## config.mk

```make
export PLATFORM = sky130hd
export DESIGN_NAME = csi_pkt_gate
export DESIGN_NICKNAME = d
export VERILOG_FILES = /design/src/rtl/csi_gate_pkg.sv /design/src/rtl/csi_gate_sync.sv /design/src/rtl/csi_gate_judge.sv /design/src/rtl/csi_gate_store.sv /design/src/rtl/csi_gate_tally.sv /design/src/rtl/csi_pkt_gate.sv
export SDC_FILE = /design/constraint.sdc
export NUM_CORES = 2
export LEC_CHECK = 0
export CORE_UTILIZATION = 50
export DETAILED_ROUTE_END_ITERATION = 8
export PLACE_DENSITY = 0.73
export SETUP_SLACK_MARGIN = 0.15
export SLEW_MARGIN = 5
export SYNTH_ARGS = -nofsm -noshare
export SYNTH_HDL_FRONTEND = slang
export SYNTH_SLANG_ARGS = --single-unit
```

## constraint.sdc

```tcl
create_clock -name clk -period 5.66 [get_ports clk]
set_clock_uncertainty 0.2 [all_clocks]
set_input_delay 1.132 -clock clk [delete_from_list [all_inputs] [get_ports clk]]
set_output_delay 1.132 -clock clk [all_outputs]
set_load 0.05 [all_outputs]
```

## src/rtl/csi_gate_pkg.sv

```systemverilog
package csi_gate_pkg;

    typedef enum logic [1:0] {
        IN_IDLE,
        IN_FILL,
        IN_SPILL
    } intake_t;

    typedef enum logic {
        SY_WAIT,
        SY_LOCKED
    } sync_t;

    // drop reason slots, also the order of the counter bank
    localparam int RSN_SYNC = 0;
    localparam int RSN_ECC  = 1;
    localparam int RSN_LEN  = 2;
    localparam int RSN_CKS  = 3;
    localparam int RSN_OVF  = 4;
    localparam int N_RSN    = 5;

    localparam logic [5:0] DT_FRAME_START = 6'h00;
    localparam logic [1:0] MODE_PACKET    = 2'b00;
    localparam logic [15:0] FRAME_ONE     = 16'd1;

endpackage

```

## src/rtl/csi_gate_sync.sv

```systemverilog
module csi_gate_sync
    import csi_gate_pkg::*;
(
    input  logic clk,
    input  logic rst_n,
    input  logic wait_fs,
    input  logic wait_fs1,
    input  logic fs_ok,
    output logic locked
);

    sync_t st_q, st_d;
    logic  wait_fs_q, wait_fs1_q;
    logic  arm;

    // a newly enabled wait control re-arms the gate
    assign arm = (wait_fs & ~wait_fs_q) | (wait_fs1 & ~wait_fs1_q);

    always_ff @(posedge clk or negedge rst_n) begin
        if (!rst_n) begin
            wait_fs_q  <= 1'b0;
            wait_fs1_q <= 1'b0;
        end else begin
            wait_fs_q  <= wait_fs;
            wait_fs1_q <= wait_fs1;
        end
    end

    always_ff @(posedge clk or negedge rst_n) begin
        if (!rst_n) st_q <= SY_WAIT;
        else        st_q <= st_d;
    end

    always_comb begin
        st_d = st_q;
        unique case (st_q)
            SY_WAIT:   if (!arm && fs_ok) st_d = SY_LOCKED;
            SY_LOCKED: if (arm)           st_d = SY_WAIT;
            default:                      st_d = SY_WAIT;
        endcase
    end

    always_comb begin
        locked = (st_q == SY_LOCKED);
    end

endmodule

```

## src/rtl/csi_gate_judge.sv

```systemverilog
module csi_gate_judge
    import csi_gate_pkg::*;
(
    input  logic [1:0]       mode,
    input  logic             wait_fs,
    input  logic             wait_fs1,
    input  logic             fwd_ecc,
    input  logic             fwd_cks,
    input  logic             fwd_len,
    input  logic             locked,
    input  logic [5:0]       dt,
    input  logic [15:0]      field,
    input  logic             err_ecc,
    input  logic             err_cks,
    input  logic             err_len,
    output logic             pass,
    output logic             fs_ok,
    output logic [N_RSN-1:0] why
);

    logic raw, gating, fs_qual;
    logic blk_sync, blk_ecc, blk_len, blk_cks;

    always_comb begin
        raw      = (mode != MODE_PACKET);
        gating   = !raw && (wait_fs || wait_fs1);
        fs_qual  = (dt == DT_FRAME_START) && (!wait_fs1 || field == FRAME_ONE);
        blk_sync = gating && !locked && !fs_qual;
        blk_ecc  = err_ecc && !fwd_ecc;
        blk_len  = err_len && !fwd_len;
        blk_cks  = err_cks && !fwd_cks && !raw;

        why = '0;
        if (blk_sync)     why[RSN_SYNC] = 1'b1;
        else if (blk_ecc) why[RSN_ECC]  = 1'b1;
        else if (blk_len) why[RSN_LEN]  = 1'b1;
        else if (blk_cks) why[RSN_CKS]  = 1'b1;

        pass  = (why == '0);
        fs_ok = fs_qual && pass;
    end

endmodule

```

## src/rtl/csi_gate_store.sv

```systemverilog
module csi_gate_store #(
    parameter int DW    = 16,
    parameter int DEPTH = 64
) (
    input  logic          clk,
    input  logic          rst_n,
    input  logic          wr_en,
    input  logic          wr_sop,
    input  logic          wr_eop,
    input  logic [DW-1:0] wr_data,
    input  logic          commit,
    input  logic          rewind,
    output logic          full,
    output logic          rd_valid,
    input  logic          rd_ready,
    output logic          rd_sop,
    output logic          rd_eop,
    output logic [DW-1:0] rd_data
);

    localparam int AW = $clog2(DEPTH);
    localparam int PW = AW + 1;
    localparam int WW = DW + 2;
    localparam logic [PW-1:0] GAP_FULL = PW'(DEPTH);
    localparam logic [PW-1:0] STEP     = PW'(1);

    logic [WW-1:0] mem [DEPTH];
    logic [PW-1:0] wp_q, cp_q, rp_q;
    logic [WW-1:0] word;

    assign full     = (wp_q - rp_q) == GAP_FULL;
    assign rd_valid = (rp_q != cp_q);
    assign word     = mem[rp_q[AW-1:0]];
    assign rd_sop   = word[WW-1];
    assign rd_eop   = word[WW-2];
    assign rd_data  = word[DW-1:0];

    always_ff @(posedge clk) begin
        if (wr_en && !rewind) mem[wp_q[AW-1:0]] <= {wr_sop, wr_eop, wr_data};
    end

    always_ff @(posedge clk or negedge rst_n) begin
        if (!rst_n) begin
            wp_q <= '0;
            cp_q <= '0;
        end else if (rewind) begin
            wp_q <= cp_q;
        end else if (wr_en) begin
            wp_q <= wp_q + STEP;
            if (commit) cp_q <= wp_q + STEP;
        end
    end

    always_ff @(posedge clk or negedge rst_n) begin
        if (!rst_n)                   rp_q <= '0;
        else if (rd_valid && rd_ready) rp_q <= rp_q + STEP;
    end

endmodule

```

## src/rtl/csi_gate_tally.sv

```systemverilog
module csi_gate_tally #(
    parameter int CW = 16
) (
    input  logic          clk,
    input  logic          rst_n,
    input  logic          inc,
    output logic [CW-1:0] cnt
);

    localparam logic [CW-1:0] CEIL = '1;
    localparam logic [CW-1:0] ONE  = CW'(1);

    always_ff @(posedge clk or negedge rst_n) begin
        if (!rst_n)                  cnt <= '0;
        else if (inc && cnt != CEIL) cnt <= cnt + ONE;
    end

endmodule

```

## src/rtl/csi_pkt_gate.sv

```systemverilog
module csi_pkt_gate
    import csi_gate_pkg::*;
#(
    parameter int DW    = 16,
    parameter int DEPTH = 64,
    parameter int CW    = 16
) (
    input  logic          clk,
    input  logic          rst_n,
    input  logic [1:0]    cfg_mode,
    input  logic          cfg_wait_fs,
    input  logic          cfg_wait_fs1,
    input  logic          cfg_fwd_ecc,
    input  logic          cfg_fwd_cks,
    input  logic          cfg_fwd_len,
    input  logic          in_valid,
    input  logic          in_sop,
    input  logic          in_eop,
    input  logic [5:0]    in_dt,
    input  logic [15:0]   in_field,
    input  logic [DW-1:0] in_data,
    input  logic          in_err_ecc,
    input  logic          in_err_cks,
    input  logic          in_err_len,
    output logic          out_valid,
    input  logic          out_ready,
    output logic          out_sop,
    output logic          out_eop,
    output logic [DW-1:0] out_data,
    output logic [CW-1:0] drop_sync_cnt,
    output logic [CW-1:0] drop_ecc_cnt,
    output logic [CW-1:0] drop_len_cnt,
    output logic [CW-1:0] drop_cks_cnt,
    output logic [CW-1:0] drop_ovf_cnt
);

    intake_t st_q, st_d;
    logic [5:0]  hdr_dt_q;
    logic [15:0] hdr_field_q;
    logic [5:0]  dt_eff;
    logic [15:0] field_eff;

    logic buf_full, wr_en, commit, rewind, ovf_hit, judge_en;
    logic pass, fs_ok, locked;
    logic [N_RSN-1:0] why, bump;
    logic [CW-1:0] cnt_bank [N_RSN];

    // header is captured on the first beat; a one-beat packet uses it live
    always_ff @(posedge clk or negedge rst_n) begin
        if (!rst_n) begin
            hdr_dt_q    <= '0;
            hdr_field_q <= '0;
        end else if (in_valid && in_sop) begin
            hdr_dt_q    <= in_dt;
            hdr_field_q <= in_field;
        end
    end

    assign dt_eff    = (st_q == IN_IDLE) ? in_dt    : hdr_dt_q;
    assign field_eff = (st_q == IN_IDLE) ? in_field : hdr_field_q;

    csi_gate_judge u_judge (
        .mode     (cfg_mode),
        .wait_fs  (cfg_wait_fs),
        .wait_fs1 (cfg_wait_fs1),
        .fwd_ecc  (cfg_fwd_ecc),
        .fwd_cks  (cfg_fwd_cks),
        .fwd_len  (cfg_fwd_len),
        .locked   (locked),
        .dt       (dt_eff),
        .field    (field_eff),
        .err_ecc  (in_err_ecc),
        .err_cks  (in_err_cks),
        .err_len  (in_err_len),
        .pass     (pass),
        .fs_ok    (fs_ok),
        .why      (why)
    );

    csi_gate_sync u_sync (
        .clk      (clk),
        .rst_n    (rst_n),
        .wait_fs  (cfg_wait_fs),
        .wait_fs1 (cfg_wait_fs1),
        .fs_ok    (judge_en & fs_ok),
        .locked   (locked)
    );

    // intake state register
    always_ff @(posedge clk or negedge rst_n) begin
        if (!rst_n) st_q <= IN_IDLE;
        else        st_q <= st_d;
    end

    // intake decisions
    always_comb begin
        st_d     = st_q;
        wr_en    = 1'b0;
        commit   = 1'b0;
        rewind   = 1'b0;
        ovf_hit  = 1'b0;
        judge_en = 1'b0;
        unique case (st_q)
            IN_IDLE: begin
                if (in_valid && in_sop) begin
                    if (buf_full) begin
                        if (in_eop) ovf_hit = 1'b1;
                        else        st_d    = IN_SPILL;
                    end else if (in_eop) begin
                        judge_en = 1'b1;
                        wr_en    = pass;
                        commit   = pass;
                    end else begin
                        wr_en = 1'b1;
                        st_d  = IN_FILL;
                    end
                end
            end
            IN_FILL: begin
                if (in_valid) begin
                    if (buf_full) begin
                        rewind = 1'b1;
                        if (in_eop) begin
                            ovf_hit = 1'b1;
                            st_d    = IN_IDLE;
                        end else begin
                            st_d = IN_SPILL;
                        end
                    end else if (in_eop) begin
                        judge_en = 1'b1;
                        st_d     = IN_IDLE;
                        wr_en    = pass;
                        commit   = pass;
                        rewind   = !pass;
                    end else begin
                        wr_en = 1'b1;
                    end
                end
            end
            IN_SPILL: begin
                if (in_valid && in_eop) begin
                    ovf_hit = 1'b1;
                    st_d    = IN_IDLE;
                end
            end
            default: st_d = IN_IDLE;
        endcase
    end

    csi_gate_store #(.DW(DW), .DEPTH(DEPTH)) u_store (
        .clk      (clk),
        .rst_n    (rst_n),
        .wr_en    (wr_en),
        .wr_sop   (in_sop),
        .wr_eop   (in_eop),
        .wr_data  (in_data),
        .commit   (commit),
        .rewind   (rewind),
        .full     (buf_full),
        .rd_valid (out_valid),
        .rd_ready (out_ready),
        .rd_sop   (out_sop),
        .rd_eop   (out_eop),
        .rd_data  (out_data)
    );

    always_comb begin
        bump          = judge_en ? why : '0;
        bump[RSN_OVF] = ovf_hit;
    end

    for (genvar g = 0; g < N_RSN; g++) begin : g_tally
        csi_gate_tally #(.CW(CW)) u_tally (
            .clk   (clk),
            .rst_n (rst_n),
            .inc   (bump[g]),
            .cnt   (cnt_bank[g])
        );
    end

    assign drop_sync_cnt = cnt_bank[RSN_SYNC];
    assign drop_ecc_cnt  = cnt_bank[RSN_ECC];
    assign drop_len_cnt  = cnt_bank[RSN_LEN];
    assign drop_cks_cnt  = cnt_bank[RSN_CKS];
    assign drop_ovf_cnt  = cnt_bank[RSN_OVF];

endmodule

```

==> flow_summary_export.csv <==
group,metric,value,unit
synth,ys_types,64,
sta,worstMarginPinSlew,1.33,ns
layout,drive_above_1_share,29.7,%
synth,syn-num-nets,2379,
min_path,hold_class,"reg2reg",
clock_network,cts_tree,"done",
sta,setup_viol,0,
power_and_ir_drop,clkPwrFrac,28.8,%
clock_network,htreeDepth,3,
outcome,status,"completed",
critical_path,r2r-end,"u_store.mem[48][11]",
synth,syn_area_per_cell,21.8,µm²
synth,ys_seq_area_share,75.1,%
power_and_ir_drop,p_per_area,472,nW/µm²
grt,grt_first_pass_wirelength,168,mm
synth,synth_common_cells,"1152 x edfxtp_1, 378 x mux4_2, 128 x dfrtp_1",
job,cap_violations,0,
synth,ys_seq_elements,1280,
synth,synth_area,50300,µm²
floorplan,die_h,319,µm
critical_path,cp_data_arrival_time,3.94,ns
drt,wl_per_cell,28.5,µm
drt,via_count,24800,
clock_network,clock_sinks,1280,
placement,dp_hpwl,70.5,mm
clock_network,cts_resized,0,
placement,place_ws,0.826,ns
clock_network,cts.root.buffer_cell,"clkbuf_16",
synth,synthCells,2312,
layout,areaGrowthSynthToFinish,14.9,%
power_and_ir_drop,switching_share,31.3,%
floorplan,die_area,102000,µm²
synth,ys_warn_count,0,
layout,multi_input_area,12100,µm²
drt,vias_per_cell,6.22,
critical_path,worst-setup-path-type,"reg2out",
synth,synth_edf_count,1152,
floorplan,die_w,319,µm
grt,overflow,0,
power_and_ir_drop,leakage,18.7,nW
placement,placed_area,54000,µm²
layout,finalInstanceArea,57800,µm²
clock_network,cts_buffers,119,
floorplan,rows,116,
critical_path,crit_required,4.33,ns
min_path,hold_end,"g_tally[4].u_tally.cnt[15]",
sta,timing.final.max_slew_violations,0,
sta,hold_viol,0,
power_and_ir_drop,p_int,18.7,mW
sta,fmax,190,MHz
clock_network,clk_pin_slew,0.06,ns
min_path,hold_depth,1,
floorplan,num_io_pins,153,
floorplan,start_util,50.4,%
clock_network,worstSkewPairLatency,0.69,ns
sta,setup_slack,0.391,ns
drt,detail_route.iter0.violations,2863,
placement,routabilityCongestion,0.847,
grt,grt_max_degree,91,
critical_path,crit_path_end_kind,"output port",
min_path,min_from,"g_tally[4].u_tally.cnt[15]",
grt,grt_usage,22.5,%
sta,min_period_over_period,93.1,%
layout,nFillCells,7007,
layout,finalNonFillerCells,3983,
placement,placed_cells,3765,
layout,postLayoutCoreUtil,57.9,%
critical_path,worstRegToRegCells,11,
synth,async_flop_share,10.0,%
synth,synth_top_area_share,68.7,%
synth,ys.flop_type,"edfxtp_1",
synth,synth_top_area_cell,"edfxtp_1",
critical_path,worstReg2RegStart,"u_store.rp_q[4]",
clock_network,holdBufCountCts,0,
critical_path,worst-path-max-fanout,27,
drt,drc,0,
sta,period_minus_slack,5.27,ns
sta,relSlewSlack,11.6,%
grt,grt_pass1_vias,24900,
drt,drtPass1Iterations,6,
layout,seq_area,37800,µm²
power_and_ir_drop,pwr-share-seq,39.8,%
clock_network,postCtsSetupRepairBufs,0,
floorplan,core,99900,µm²
power_and_ir_drop,ir_worst_vdd,0.914,mV
synth,synth_most_common_cell,"edfxtp_1",
power_and_ir_drop,p_comb_share,31.4,%
power_and_ir_drop,power.switching,8.56,mW
layout,nets,2655,
critical_path,r2r_slack,0.82,ns
placement,port_buffers,152,
sta,setup_tns,0,ns
drt,wirelength,113,mm
critical_path,worst_setup_path_start_kind,"flip-flop",
drt,postRouteAntennaNets,0,
grt,antenna_found_initial,3,
synth,synthTopCellsByArea,"edfxtp_1 69%, mux4_2 17%, dfrtp_1 6.4%",
sta,rsz0062_at_grt,"false",
clock_network,clockBufferDepth,3,
-- cells in the final DEF (no fill, tap or decap), drive strengths merged, types with 20 or more instances in the layout --
| cell | instances |
|---|---|
| buf | 153 |
| xor2 | 36 |
| nand2 | 52 |
| clkdlybuf4s50 | 115 |
| nor3 | 29 |
| mux4 | 378 |
| edfxtp | 1152 |
| xnor2 | 54 |
| nor4 | 20 |
| dfrtp | 128 |
| nand3 | 45 |
| nand4 | 29 |
| clkinv | 53 |
| clkbuf | 145 |
| nor2 | 103 |
| inv | 20 |
| mux2 | 30 |
-- flip-flops by register name, indices dropped and copies added, names as in the netlist --
name	cells
u_store.mem	1152
u_store.wp_q	7
u_sync.locked	1
u_sync.wait_fs_q	1
u_store.rp_q	7
hdr_dt_q	6
st_q	2
u_sync.wait_fs1_q	1
u_store.cp_q	7
hdr_field_q	16
g_tally.u_tally.cnt	80
-- kinds of logic after synthesis --
group | Yosys count | share of synthesized area (%)
flip-flops | 1280 | 75.1
buffers and inverters | 130 | 1.02
AO/OA/AOI/OAI | 51 | 0.741
multiplexers | 410 | 17.6
XOR/XNOR | 90 | 1.57
AND/OR/NAND/NOR | 338 | 3.62
adder cells (fa/ha/maj) | 13 | 0.323
-- worst max-delay path, cell delays in order, from the launching register on --
cell and delay, ns:
dfrtp_4 0.66, buf_12 0.31, buf_12 0.27, mux4_2 0.58, mux4_2 0.59, mux4_2 0.57
buf_4 0.22
-- per-layer routing --
layer | part of all wire (%) | up-vias | wire [µm] | GRT usage, %
li1 | - | 10200 | - | -
met1 | 41 | 13100 | 46600 | 33.3
met2 | 46 | 1317 | 52200 | 33.7
met3 | 11 | 159 | 12000 | 5.58
met4 | 2.2 | 2 | 2530 | 5.62
met5 | 0.011 | - | 13 | 0
-- per-stage QoR --
| step | hold slack (ns) | total power, mW |
|---|---|---|
| 6_report | 0.297 | 27.3 |
| 5_1_grt | 0.310 | 28.1 |
| 4_1_cts | 0.300 | 27.4 |
| 3_5_place_dp | 0.281 | 19.6 |
| 3_3_place_gp | 0.283 | 19.5 |
| 2_1_floorplan | 0.270 | 16.5 |
-- power groups by stage --
stage / combinational (mW) / clock, mW / sequential (mW)
after global placement: 8.44 / 0 / 11.0
after global routing: 8.92 / 8.33 / 10.9
final: 8.58 / 7.86 / 10.9
after detailed placement: 8.55 / 0 / 11.1
after floorplan: 5.50 / 0 / 11.0
after CTS: 8.59 / 7.97 / 10.9
-- worst max path at each step --
stage	startpoint	end	slack, ns	cells past startpoint
after global placement	in_field[4]	u_store.mem[48][2]	0.92	9
after floorplan	u_store.rp_q[1]	u_store.mem[56][0]	0.67	14
after global routing	u_store.rp_q[0]	out_data[6]	0.20	6
after detailed placement	in_field[4]	u_store.mem[48][2]	0.83	9
final	u_store.rp_q[0]	out_data[6]	0.39	6
after CTS	u_store.rp_q[0]	out_data[6]	0.31	6
-- final cells by class --
type | instances | share of cell area, %
sequential | 1280 | 65.4
antenna | 1 | 0.00433
clock buffer | 145 | 5.38
clock inverter | 72 | 1.25
timing repair buffer | 268 | 4.09
tap | 1298 | 2.81
inverter | 17 | 0.115
multi-input combinational | 902 | 20.9
Note: power is estimated with default switching activity, not from simulation.
